<file path="config.mk">
export PLATFORM = sky130hd
export DESIGN_NAME = acq_seq_ctrl
export DESIGN_NICKNAME = d
export VERILOG_FILES = /design/src/rtl/acq_seq_pkg.sv /design/src/rtl/acq_timer.sv /design/src/rtl/acq_row_walker.sv /design/src/rtl/acq_accum.sv /design/src/rtl/acq_seq_ctrl.sv
export SDC_FILE = /design/constraint.sdc
export NUM_CORES = 1
export LEC_CHECK = 0
export BUFFER_PORTS_ARGS = -buffer_cell sky130_fd_sc_hd__clkbuf_2
export CAP_MARGIN = 0
export CORE_UTILIZATION = 53
export CTS_BUF_LIST = sky130_fd_sc_hd__clkbuf_16
export DETAILED_ROUTE_END_ITERATION = 7
export PLACE_DENSITY = 0.87
export SLEW_MARGIN = 20
export SYNTH_ARGS = -nofsm -noshare
export SYNTH_HDL_FRONTEND = slang
export SYNTH_SLANG_ARGS = --single-unit
export TNS_END_PERCENT = 100
</file>
<file path="constraint.sdc">
create_clock -name clk -period 2.95 [get_ports clk]
set_clock_uncertainty 0.05 [all_clocks]
set_input_delay 0.1475 -clock clk [delete_from_list [all_inputs] [get_ports clk]]
set_output_delay 0.1475 -clock clk [all_outputs]
set_load 0.1 [all_outputs]
</file>
<file path="src/rtl/acq_seq_pkg.sv">
package acq_seq_pkg;
  typedef enum logic [2:0] {
    ST_READY    = 3'd0,
    ST_VALIDATE = 3'd1,
    ST_COLLECT  = 3'd2,
    ST_READOUT  = 3'd3,
    ST_RESET    = 3'd4
  } acq_state_e;
endpackage

</file>
<file path="src/rtl/acq_timer.sv">
module acq_timer #(
  parameter int W = 10
) (
  input  logic         clk,
  input  logic         rst_n,
  input  logic         load_i,
  input  logic [W-1:0] load_val_i,
  input  logic         run_i,
  output logic         expire_o
);
  logic [W-1:0] cnt_q, cnt_d;
  logic         cnt_en;

  assign expire_o = (cnt_q <= W'(1));
  assign cnt_en   = load_i || (run_i && !expire_o);

  always_comb begin
    cnt_d = cnt_q;
    if (load_i)
      cnt_d = load_val_i;
    else if (run_i && !expire_o)
      cnt_d = cnt_q - W'(1);
  end

  always_ff @(posedge clk or negedge rst_n) begin
    if (!rst_n)
      cnt_q <= '0;
    else if (cnt_en)
      cnt_q <= cnt_d;
  end


  timer_load_chk: assert property (@(posedge clk) disable iff (!rst_n)
    load_i |=> (cnt_q == $past(load_val_i)));


  timer_step_chk: assert property (@(posedge clk) disable iff (!rst_n)
    (run_i && !load_i && !expire_o) |=> (cnt_q == $past(cnt_q) - W'(1)));
endmodule

</file>
<file path="src/rtl/acq_row_walker.sv">
module acq_row_walker #(
  parameter int ROWS  = 32,
  parameter int ROW_W = 5,
  parameter int IDX_W = 6
) (
  input  logic             clk,
  input  logic             rst_n,
  input  logic             walk_i,
  output logic [ROW_W-1:0] row_sel_o,
  output logic             row_rd_o,
  output logic [ROW_W-1:0] rchg_row_o,
  output logic             rchg_en_o,
  output logic             last_o
);
  logic [IDX_W-1:0] idx_q, idx_d;
  logic             idx_en;

  assign last_o     = walk_i && (idx_q == IDX_W'(ROWS));
  assign row_rd_o   = walk_i && (idx_q < IDX_W'(ROWS));
  assign rchg_en_o  = walk_i && (idx_q != '0);
  assign row_sel_o  = row_rd_o  ? ROW_W'(idx_q) : '0;
  assign rchg_row_o = rchg_en_o ? ROW_W'(idx_q - IDX_W'(1)) : '0;

  assign idx_en = walk_i || (idx_q != '0);

  always_comb begin
    idx_d = '0;
    if (walk_i && !last_o)
      idx_d = idx_q + IDX_W'(1);
  end

  always_ff @(posedge clk or negedge rst_n) begin
    if (!rst_n)
      idx_q <= '0;
    else if (idx_en)
      idx_q <= idx_d;
  end


  rchg_lag_chk: assert property (@(posedge clk) disable iff (!rst_n)
    (row_rd_o && walk_i) |=> (rchg_en_o && rchg_row_o == $past(row_sel_o)));


  row_step_chk: assert property (@(posedge clk) disable iff (!rst_n)
    (row_rd_o && $past(row_rd_o) && $past(walk_i) && walk_i)
      |-> (row_sel_o == $past(row_sel_o) + ROW_W'(1)));


  idx_bound_chk: assert property (@(posedge clk) disable iff (!rst_n)
    idx_q <= IDX_W'(ROWS));
endmodule

</file>
<file path="src/rtl/acq_accum.sv">
module acq_accum #(
  parameter int CNT_W = 8,
  parameter int ACC_W = 13
) (
  input  logic             clk,
  input  logic             rst_n,
  input  logic             clr_i,
  input  logic             add_i,
  input  logic [CNT_W-1:0] val_i,
  output logic [ACC_W-1:0] acc_o
);
  logic [ACC_W-1:0] acc_q, acc_d;
  logic             acc_en;

  assign acc_en = clr_i || add_i;
  assign acc_o  = acc_q;

  always_comb begin
    acc_d = acc_q;
    if (clr_i)
      acc_d = '0;
    else if (add_i)
      acc_d = acc_q + ACC_W'(val_i);
  end

  always_ff @(posedge clk or negedge rst_n) begin
    if (!rst_n)
      acc_q <= '0;
    else if (acc_en)
      acc_q <= acc_d;
  end


  acc_clear_chk: assert property (@(posedge clk) disable iff (!rst_n)
    clr_i |=> (acc_q == '0));


  acc_add_chk: assert property (@(posedge clk) disable iff (!rst_n)
    (add_i && !clr_i) |=> (acc_q == $past(acc_q) + ACC_W'($past(val_i))));


  acc_hold_chk: assert property (@(posedge clk) disable iff (!rst_n)
    (!add_i && !clr_i) |=> $stable(acc_q));
endmodule

</file>
<file path="src/rtl/acq_seq_ctrl.sv">
module acq_seq_ctrl
  import acq_seq_pkg::*;
#(
  parameter int ROWS    = 32,
  parameter int CNT_W   = 8,
  parameter int TMR_W   = 10,
  parameter int RST_CYC = 2,
  localparam int ROW_W  = (ROWS > 1) ? $clog2(ROWS) : 1,
  localparam int IDX_W  = $clog2(ROWS + 1),
  localparam int ACC_W  = CNT_W + $clog2(ROWS + 1)
) (
  input  logic             clk,
  input  logic             rst_n,
  input  logic             trig_i,
  input  logic             valid_i,
  input  logic [TMR_W-1:0] hold_cycles_i,
  input  logic [TMR_W-1:0] collect_cycles_i,
  input  logic [CNT_W-1:0] row_cnt_i,
  output logic [ROW_W-1:0] row_sel_o,
  output logic             row_rd_o,
  output logic [ROW_W-1:0] rchg_row_o,
  output logic             rchg_en_o,
  output logic             glob_rchg_o,
  output logic             tdc_rst_o,
  output logic [ACC_W-1:0] count_o,
  output logic             done_o
);
  localparam logic [TMR_W-1:0] RST_LEN = TMR_W'(RST_CYC);

  acq_state_e       state_q, state_d;
  logic             tmr_load, tmr_run, tmr_expire;
  logic [TMR_W-1:0] tmr_val;
  logic             walk, walk_last, acc_clr;

  always_comb begin
    state_d  = state_q;
    tmr_load = 1'b0;
    tmr_val  = hold_cycles_i;
    acc_clr  = 1'b0;
    unique case (state_q)
      ST_READY: begin
        if (trig_i) begin
          state_d  = ST_VALIDATE;
          tmr_load = 1'b1;
          tmr_val  = hold_cycles_i;
        end
      end
      ST_VALIDATE: begin
        if (tmr_expire) begin
          tmr_load = 1'b1;
          if (valid_i) begin
            state_d = ST_COLLECT;
            tmr_val = collect_cycles_i;
          end else begin
            state_d = ST_RESET;
            tmr_val = RST_LEN;
          end
        end
      end
      ST_COLLECT: begin
        if (tmr_expire) begin
          state_d = ST_READOUT;
          acc_clr = 1'b1;
        end
      end
      ST_READOUT: begin
        if (walk_last) begin
          state_d  = ST_RESET;
          tmr_load = 1'b1;
          tmr_val  = RST_LEN;
        end
      end
      ST_RESET: begin
        if (tmr_expire)
          state_d = ST_READY;
      end
      default: state_d = ST_READY;
    endcase
  end

  always_ff @(posedge clk or negedge rst_n) begin
    if (!rst_n)
      state_q <= ST_READY;
    else
      state_q <= state_d;
  end

  assign tmr_run = (state_q == ST_VALIDATE) || (state_q == ST_COLLECT) ||
                   (state_q == ST_RESET);
  assign walk    = (state_q == ST_READOUT);

  acq_timer #(.W(TMR_W)) tmr_i (
    .clk        (clk),
    .rst_n      (rst_n),
    .load_i     (tmr_load),
    .load_val_i (tmr_val),
    .run_i      (tmr_run),
    .expire_o   (tmr_expire)
  );

  acq_row_walker #(.ROWS(ROWS), .ROW_W(ROW_W), .IDX_W(IDX_W)) walk_i (
    .clk        (clk),
    .rst_n      (rst_n),
    .walk_i     (walk),
    .row_sel_o  (row_sel_o),
    .row_rd_o   (row_rd_o),
    .rchg_row_o (rchg_row_o),
    .rchg_en_o  (rchg_en_o),
    .last_o     (walk_last)
  );

  acq_accum #(.CNT_W(CNT_W), .ACC_W(ACC_W)) acc_i (
    .clk   (clk),
    .rst_n (rst_n),
    .clr_i (acc_clr),
    .add_i (row_rd_o),
    .val_i (row_cnt_i),
    .acc_o (count_o)
  );

  assign glob_rchg_o = (state_q == ST_RESET);
  assign tdc_rst_o   = (state_q == ST_RESET);
  assign done_o      = walk_last;


  done_pulse_chk: assert property (@(posedge clk) disable iff (!rst_n)
    done_o |=> !done_o);


  reset_after_done_chk: assert property (@(posedge clk) disable iff (!rst_n)
    done_o |=> (glob_rchg_o && tdc_rst_o));


  reset_quiet_chk: assert property (@(posedge clk) disable iff (!rst_n)
    glob_rchg_o |-> (!row_rd_o && !rchg_en_o));


  no_retrigger_chk: assert property (@(posedge clk) disable iff (!rst_n)
    (state_q != ST_READY && state_q != ST_VALIDATE) |=> (state_q != ST_VALIDATE));


  dark_skip_chk: assert property (@(posedge clk) disable iff (!rst_n)
    (state_q == ST_VALIDATE && tmr_expire && !valid_i) |=> (state_q == ST_RESET));
endmodule

</file>
==> results of run 1 <==
==> layout make-up <==
| class | count | area [sq um] | share of cell area |
|---|---|---|---|
| well taps | 52 | 65.1 | 0.0224 |
| inverters | 12 | 45.0 | 0.0155 |
| clock inverters | 3 | 37.5 | 0.0129 |
| flip-flops and latches | 33 | 826 | 0.284 |
| repair buffers | 66 | 348 | 0.120 |
| multi-input cells | 225 | 1460 | 0.502 |
| clock buffers | 5 | 125 | 0.0431 |
==> path summary, 6_finish.rpt <==
| kind | start | to | slack [ns] | depth (start not counted) |
|---|---|---|---|---|
| max in group asynchronous | rst_n | tmr_i.cnt_q[7] | 1.89 | 2 |
| worst min-delay path | collect_cycles_i[6] | tmr_i.cnt_q[6] | 0.04 | 3 |
| min in group asynchronous | rst_n | acc_i.acc_o[3] | 0.44 | 2 |
| worst max register to register | walk_i.idx_q[0] | tmr_i.cnt_q[6] | 0.53 | 8 |
| worst min register to register | acc_i.acc_o[10] | acc_i.acc_o[10] | 0.46 | 1 |
| worst max-delay path | walk_i.idx_q[0] | done_o | 0.24 | 7 |
==> tightest hold or removal path, stage by stage <==
cell and delay, ns:
clkbuf_2 0.08, nand2_1 0.04, a211oi_1 0.06
==> state kept, by name, indices dropped and copies added, names as in the netlist <==
name	cells
state_q	3
walk_i.idx_q	6
tmr_i.cnt_q	10
acc_i.acc_o	14
==> cells by family (layout without fill, tap and decap cells) <==
logic type | count (synthesis) | in the layout | share of synthesized area
AND/OR/NAND/NOR | 121 | 121 | 0.261
adder cells (fa/ha/maj) | 14 | 14 | 0.0764
XOR/XNOR | 18 | 18 | 0.0660
multiplexers | 3 | 3 | 0.0126
AO/OA/AOI/OAI | 69 | 69 | 0.195
buffers and inverters | 24 | 86 | 0.0440
flip-flops | 33 | 33 | 0.346
==> layer usage <==
layer / vias up / track usage / part of all wire
li1: 1140 / - / -
met1: 1112 / 0.317 / 0.43
met2: 89 / 0.403 / 0.49
met3: 15 / 0.0497 / 0.058
met4: 0 / 0.107 / 0.019
met5: - / 0 / 0
==> through the flow <==
step | utilization | instances | cell area, sq um | setup WS, ns | power, uW
after floorplan | - | 282 | 2390 | 0.127 | 1140
after global placement | 0.628 | 387 | 2730 | 0.594 | 1260
after detailed placement | 0.628 | 387 | 2730 | 0.568 | 1290
after CTS | 0.667 | 396 | 2910 | 0.248 | 1880
after global routing | 0.667 | 396 | 2910 | 0.0981 | 1970
final | 0.667 | 396 | 2910 | 0.243 | 1880
==> layout by cell type, fill, tap and decap left out, drive strengths merged, types with 9 or more instances in the layout <==
master	n
clkbuf	65
nand2	33
dfrtp	33
nor2	30
o21ai	17
ha	13
inv	12
nand3	12
a21oi	12
xor2	10
nor3	9
==> power groups by stage <==
stage          clock, uW  sequential [uW]  combinational [uW]
2_1_floorplan          0              773                 370
3_3_place_gp           0              657                 606
3_5_place_dp           0              663                 625
4_1_cts              581              656                 642
5_1_grt              598              675                 697
6_report             576              661                 641
==> metrics.md, run 1 <==
| Metric | Value |
|---|---|
| Max Slew Vio Count | `0` |
| Grt total ovfl | `0` |
| Most numerous cell on the critical path | `inv_1` |
| Avg WL per Cell | `14.8 um` |
| CP peak stage delay | `0.65 ns` |
| Worst Path Buf+Inv | `3` |
| Unrepaired setup endpoints after global routing | `no` |
| Nets | `389` |
| Slew margin rel. | `0.454` |
| Max Cap Viol | `0` |
| RePlAce Congestion | `0.871` |
| Total number of vias | `roughly 2400` |
| Crit start category | `flip-flop` |
| Initial antenna violation count | `0` |
| Max VDD drop | `0.473 mV` |
| Via density | `about 5.9` |
| DRC viols | `1` |
| Antenna diodes | `0` |
| I/O pins | `just over 60` |
| Hpwl dp | `4010 um` |
| Min-Delay Path Class | `in2reg` |
| DRT Pass-1 Iters | `6` |
| Leading area contributor after synthesis | `dfrtp_1` |
| Post-synthesis register bit count | `33` |
| P_int | `1180 uW` |
| Fmax | `between 0.3 and 0.4 GHz` |
| Die H | `approximately 69 um` |
| Filler Cell Count | `around 350` |
| CTS tree | `built` |
| Synth Cell Area | `roughly 2400 sq um` |
| GRT Util Overall | `0.247` |
| Cell Pwr Density | `646 nW/um^2` |
| PostCTS Resize Cnt | `0` |
| Actual slew at the worst max-slew pin | `0.819 ns` |
| Final worst path period need | `~2.7 ns` |
| Final Hold Fails | `0` |
| Count of flip-flops with a built-in enable after synthesis | `0` |
| Worst-path cell chain | `inv_1 > ha_1 > or4b_2 > nor2_2 > nand2_1 > inv_1 > clkbuf_2` |
| Synth cell types | `55` |
| Share of cells above drive strength 1 | `0.244` |
| CTS sink cnt | `33` |
| Critical path endpoint category | `primary output` |
| Power share of the clock group | `0.307` |
| Synthesis-to-layout area growth | `21.6%` |
| Failing checks | `design-rule violations` |
| Primary FF master, synth | `dfrtp_1` |
| Sw Share | `0.373` |
| FP Rows | `24` |
| Post-Syn Nets | `328` |
| Core area | `4350 sq um` |
| Seq/Total Area, Yosys | `0.346` |
| Area of the die | `4780 sq um` |
| Clock Tree Buf Depth | `2` |
| Top post-synthesis cells by count | `33 x dfrtp_1, 33 x nand2_1, 28 x nor2_1, 17 x o21ai_0, 13 x ha_1` |
| Total CTS buffers | `5` |
| WP data arrival | `between 2 and 3 ns` |
| Initial Util | `0.549` |
| Synth area leaders | `dfrtp_1 35%, ha_1 6.8%, nand2_1 5.2%` |
| Antenna Nets Post-Route | `0` |
| Final setup fails | `0` |
| Setup Buffers After CTS | `0` |
| Initial DRC count | `198` |
| Clk slew on worst S/H paths | `0.05 ns` |
| P_sw | `701 uW` |
| Vias in the first global route | `2110` |
| Fin crit share | `0.918` |
| Worst-skew pair later-pin latency | `0.28 ns` |
| Largest net degree at the start of global routing | `34` |
| Combinational share of power | `0.341` |
| Hold Buf Count CTS | `1` |
| Lkg Pwr | `0.00138 uW` |
| Drt total wl | `between 5000 and 6000 um` |
| Top delay family on crit path | `simple AND/OR/NAND/NOR gates` |
| Synth top area share | `0.346` |
| Outcome | `complete, but fails checks` |
| CP max-delay cell | `or4b_2` |
| TNS Setup | `0 ns` |
| Mapped Cells | `282` |
| First-pass GRT wire length | `9490 um` |
| Ys async rst share | `1.00` |
| Worst setup path category | `reg2out` |
| Sequential share of power | `0.352` |
| Htree depth | `2` |
| Yosys Warn Count | `0` |
| Crit Path Max Fanout | `7` |
| Min Hold Slack | `0.0415 ns` |
| Worst Path Required | `approximately 2.8 ns` |
| Mean Syn Cell Area | `8.47 sq um` |
| Port bufs | `60` |
| Die X | `69.2 um` |
| CTS root buf | `clkbuf_16` |
(Power assumes the default switching activity.)
==> run 2, diff against run 1 <==
Settings changed: CORE_ASPECT_RATIO set to 1.75.
==> run 2 against run 1 <==
  * The run now ends clean
  * Sequential power barely moved
  * Critical path depth unchanged
  * Non-clock buffer count did not move
  * Final cell count fell by 0.25%
  * Largest cell class unchanged
  * Sequential share of layout area up 0.26 points
==> metrics.md, run 2 (same netlist as run 1, synthesis figures left out) <==
| Metric | Value |
|---|---|
| Share of cells above drive strength 1 | `0.244` |
| P_sw | `700 uW` |
| Fin crit share | `0.929` |
| Max Cap Viol | `0` |
| WP data arrival | `2.54 ns` |
| Slew margin rel. | `0.372` |
| CP peak stage delay | `around 0.66 ns` |
| Crit start category | `flip-flop` |
| Worst Path Buf+Inv | `3` |
| Worst Setup EP | `done_o` |
| Final setup fails | `0` |
| Initial Util | `0.548` |
| TNS Setup | `0 ns` |
| CTS sink cnt | `33` |
| R2R cell count | `7` |
| Die H | `90.8 um` |
| Hold_sp | `collect_cycles_i[6]` |
| Sw Share | `0.392` |
| Combinational share of power | `0.349` |
| RR Endpoint | `tmr_i.cnt_q[1]` |
| Worst-skew pair later-pin latency | `0.29 ns` |
| Max reg flops | `14` |
| Hold Buf Count CTS | `1` |
| Area of the die | `4790 sq um` |
| Htree depth | `2` |
| Final Hold Fails | `0` |
| PostCTS Resize Cnt | `0` |
| FP Rows | `32` |
| RePlAce Congestion | `0.907` |
| Synthesis-to-layout area growth | `20.5%` |
| Worst-path cell chain | `inv_1 > ha_1 > or4b_2 > nor2_2 > nand2_1 > inv_1 > clkbuf_2` |
| Via density | `5.97` |
| Avg WL per Cell | `14.9 um` |
| DRT Pass-1 Iters | `6` |
| Total number of vias | `2357` |
| Total power | `roughly 1800 uW` |
| CTS tree | `built` |
| Initial DRC count | `85` |
| Critical path endpoint category | `primary output` |
| I/O pins | `61` |
| Cell Pwr Density | `621 nW/um^2` |
| Antenna Nets Post-Route | `0` |
| Drt total wl | `5890 um` |
| Most frequent cells in the layout | `60 x clkbuf_2, 33 x nand2_1, 33 x dfrtp_1, 28 x nor2_1, 17 x o21ai_0` |
| CP max-delay cell | `or4b_2` |
| Clock Tree Buf Depth | `2` |
| Clk slew on worst S/H paths | `0.05 ns` |
| First-pass GRT wire length | `9850 um` |
| Sequential share of power | `0.370` |
| Hpwl dp | `4410 um` |
| Antenna diodes | `0` |
| Largest net degree at the start of global routing | `34` |
| Outcome | `complete, no violations` |
| Setup Buffers After CTS | `0` |
| Unrepaired setup endpoints after global routing | `no` |
| Lkg Pwr | `roughly 0.0014 uW` |
| Critical path startpoint | `walk_i.idx_q[0]` |
| Worst setup path category | `reg2out` |
| Initial antenna violation count | `0` |
| Port bufs | `60` |
| Worst Path Required | `2.75 ns` |
| Core area | `4360 sq um` |
| Vias in the first global route | `2348` |
| CTS root buf | `clkbuf_16` |
| Actual slew at the worst max-slew pin | `about 0.93 ns` |
| Reg2Reg Setup Slack | `0.48 ns` |
| Nets | `389` |
| Top delay family on crit path | `simple AND/OR/NAND/NOR gates` |
| Max Slew Vio Count | `0` |
| DRC viols | `0` |
| P_int | `1090 uW` |
| Final core occ | `0.660` |
| Die X | `around 53 um` |
| Power share of the clock group | `0.281` |
| GRT Util Overall | `0.273` |
| Min-Delay Path Class | `in2reg` |
| Total CTS buffers | `5` |
| Max VDD drop | `0.500 mV` |
| Reg2reg start | `walk_i.idx_q[0]` |
| Most numerous cell on the critical path | `inv_1` |
| Most common cell after layout, fill and taps aside | `clkbuf_2` |
| Crit Path Max Fanout | `7` |
| Final worst path period need | `about 2.7 ns` |
| Grt total ovfl | `0` |
| Critical path depth in cells | `7` |
| Fmax | `0.365 GHz` |
==> run 2: changes by cell type in the layout (fill, tap and decap cells not counted) <==
cell / change
bufinv_16: -1
clkinv_1: +1
clkinv_2: +1
inv_1: -1
==> run 2: through the flow <==
| stage | hold WS, ns | worst slack (ns) | cells | cell area (sq um) |
|---|---|---|---|---|
| floorplan | -0.198 | 0.127 | 282 | 2390 |
| global placement | 0.237 | 0.586 | 386 | 2730 |
| detailed placement | 0.247 | 0.490 | 386 | 2730 |
| CTS | 0.0347 | 0.224 | 395 | 2880 |
| global route | 0.0607 | 0.104 | 395 | 2880 |
| finish | 0.0335 | 0.211 | 395 | 2880 |
==> run 2: how the worst min path moves through the flow <==
stage	slack, ns	cells after the start	endpoint
after global routing	0.06	3	tmr_i.cnt_q[6]
after CTS	0.03	3	tmr_i.cnt_q[6]
after global placement	0.24	1	walk_i.idx_q[3]
final	0.03	3	tmr_i.cnt_q[6]
after detailed placement	0.25	1	walk_i.idx_q[3]
after floorplan	-0.20	0	acc_i.acc_o[0]
==> run 2: layout make-up <==
class	count	area, sq um
Tap cell	51	63.8
Clock inverter	3	12.5
Sequential cell	33	826
Inverter	12	45.0
Timing Repair Buffer	66	348
Clock buffer	5	125
Fill cell	383	1490
Multi-Input combinational cell	225	1460
==> run 2: worst reg2reg max path, cell delays in order, from the launching register on <==
cell and delay (ns):
dfrtp_1 0.44, inv_1 0.15, ha_1 0.16, or4b_2 0.66
nor2_2 0.24, a211oi_1 0.11, buf_4 0.23, a221o_1 0.31
==> run 2: per-layer routing <==
layer	track usage	wire [um]	vias to the layer above
li1	-	-	1142
met1	0.257	2220	1113
met2	0.521	3250	84
met3	0.0421	223	18
met4	0.138	200	0
met5	0	0	-
==> run 2: power groups by stage <==
stage | Combinational, uW | Sequential, uW | Clock [uW]
6_report | 625 | 662 | 502
5_1_grt | 690 | 674 | 526
4_1_cts | 626 | 655 | 506
3_5_place_dp | 621 | 662 | 0
3_3_place_gp | 608 | 655 | 0
2_1_floorplan | 370 | 773 | 0
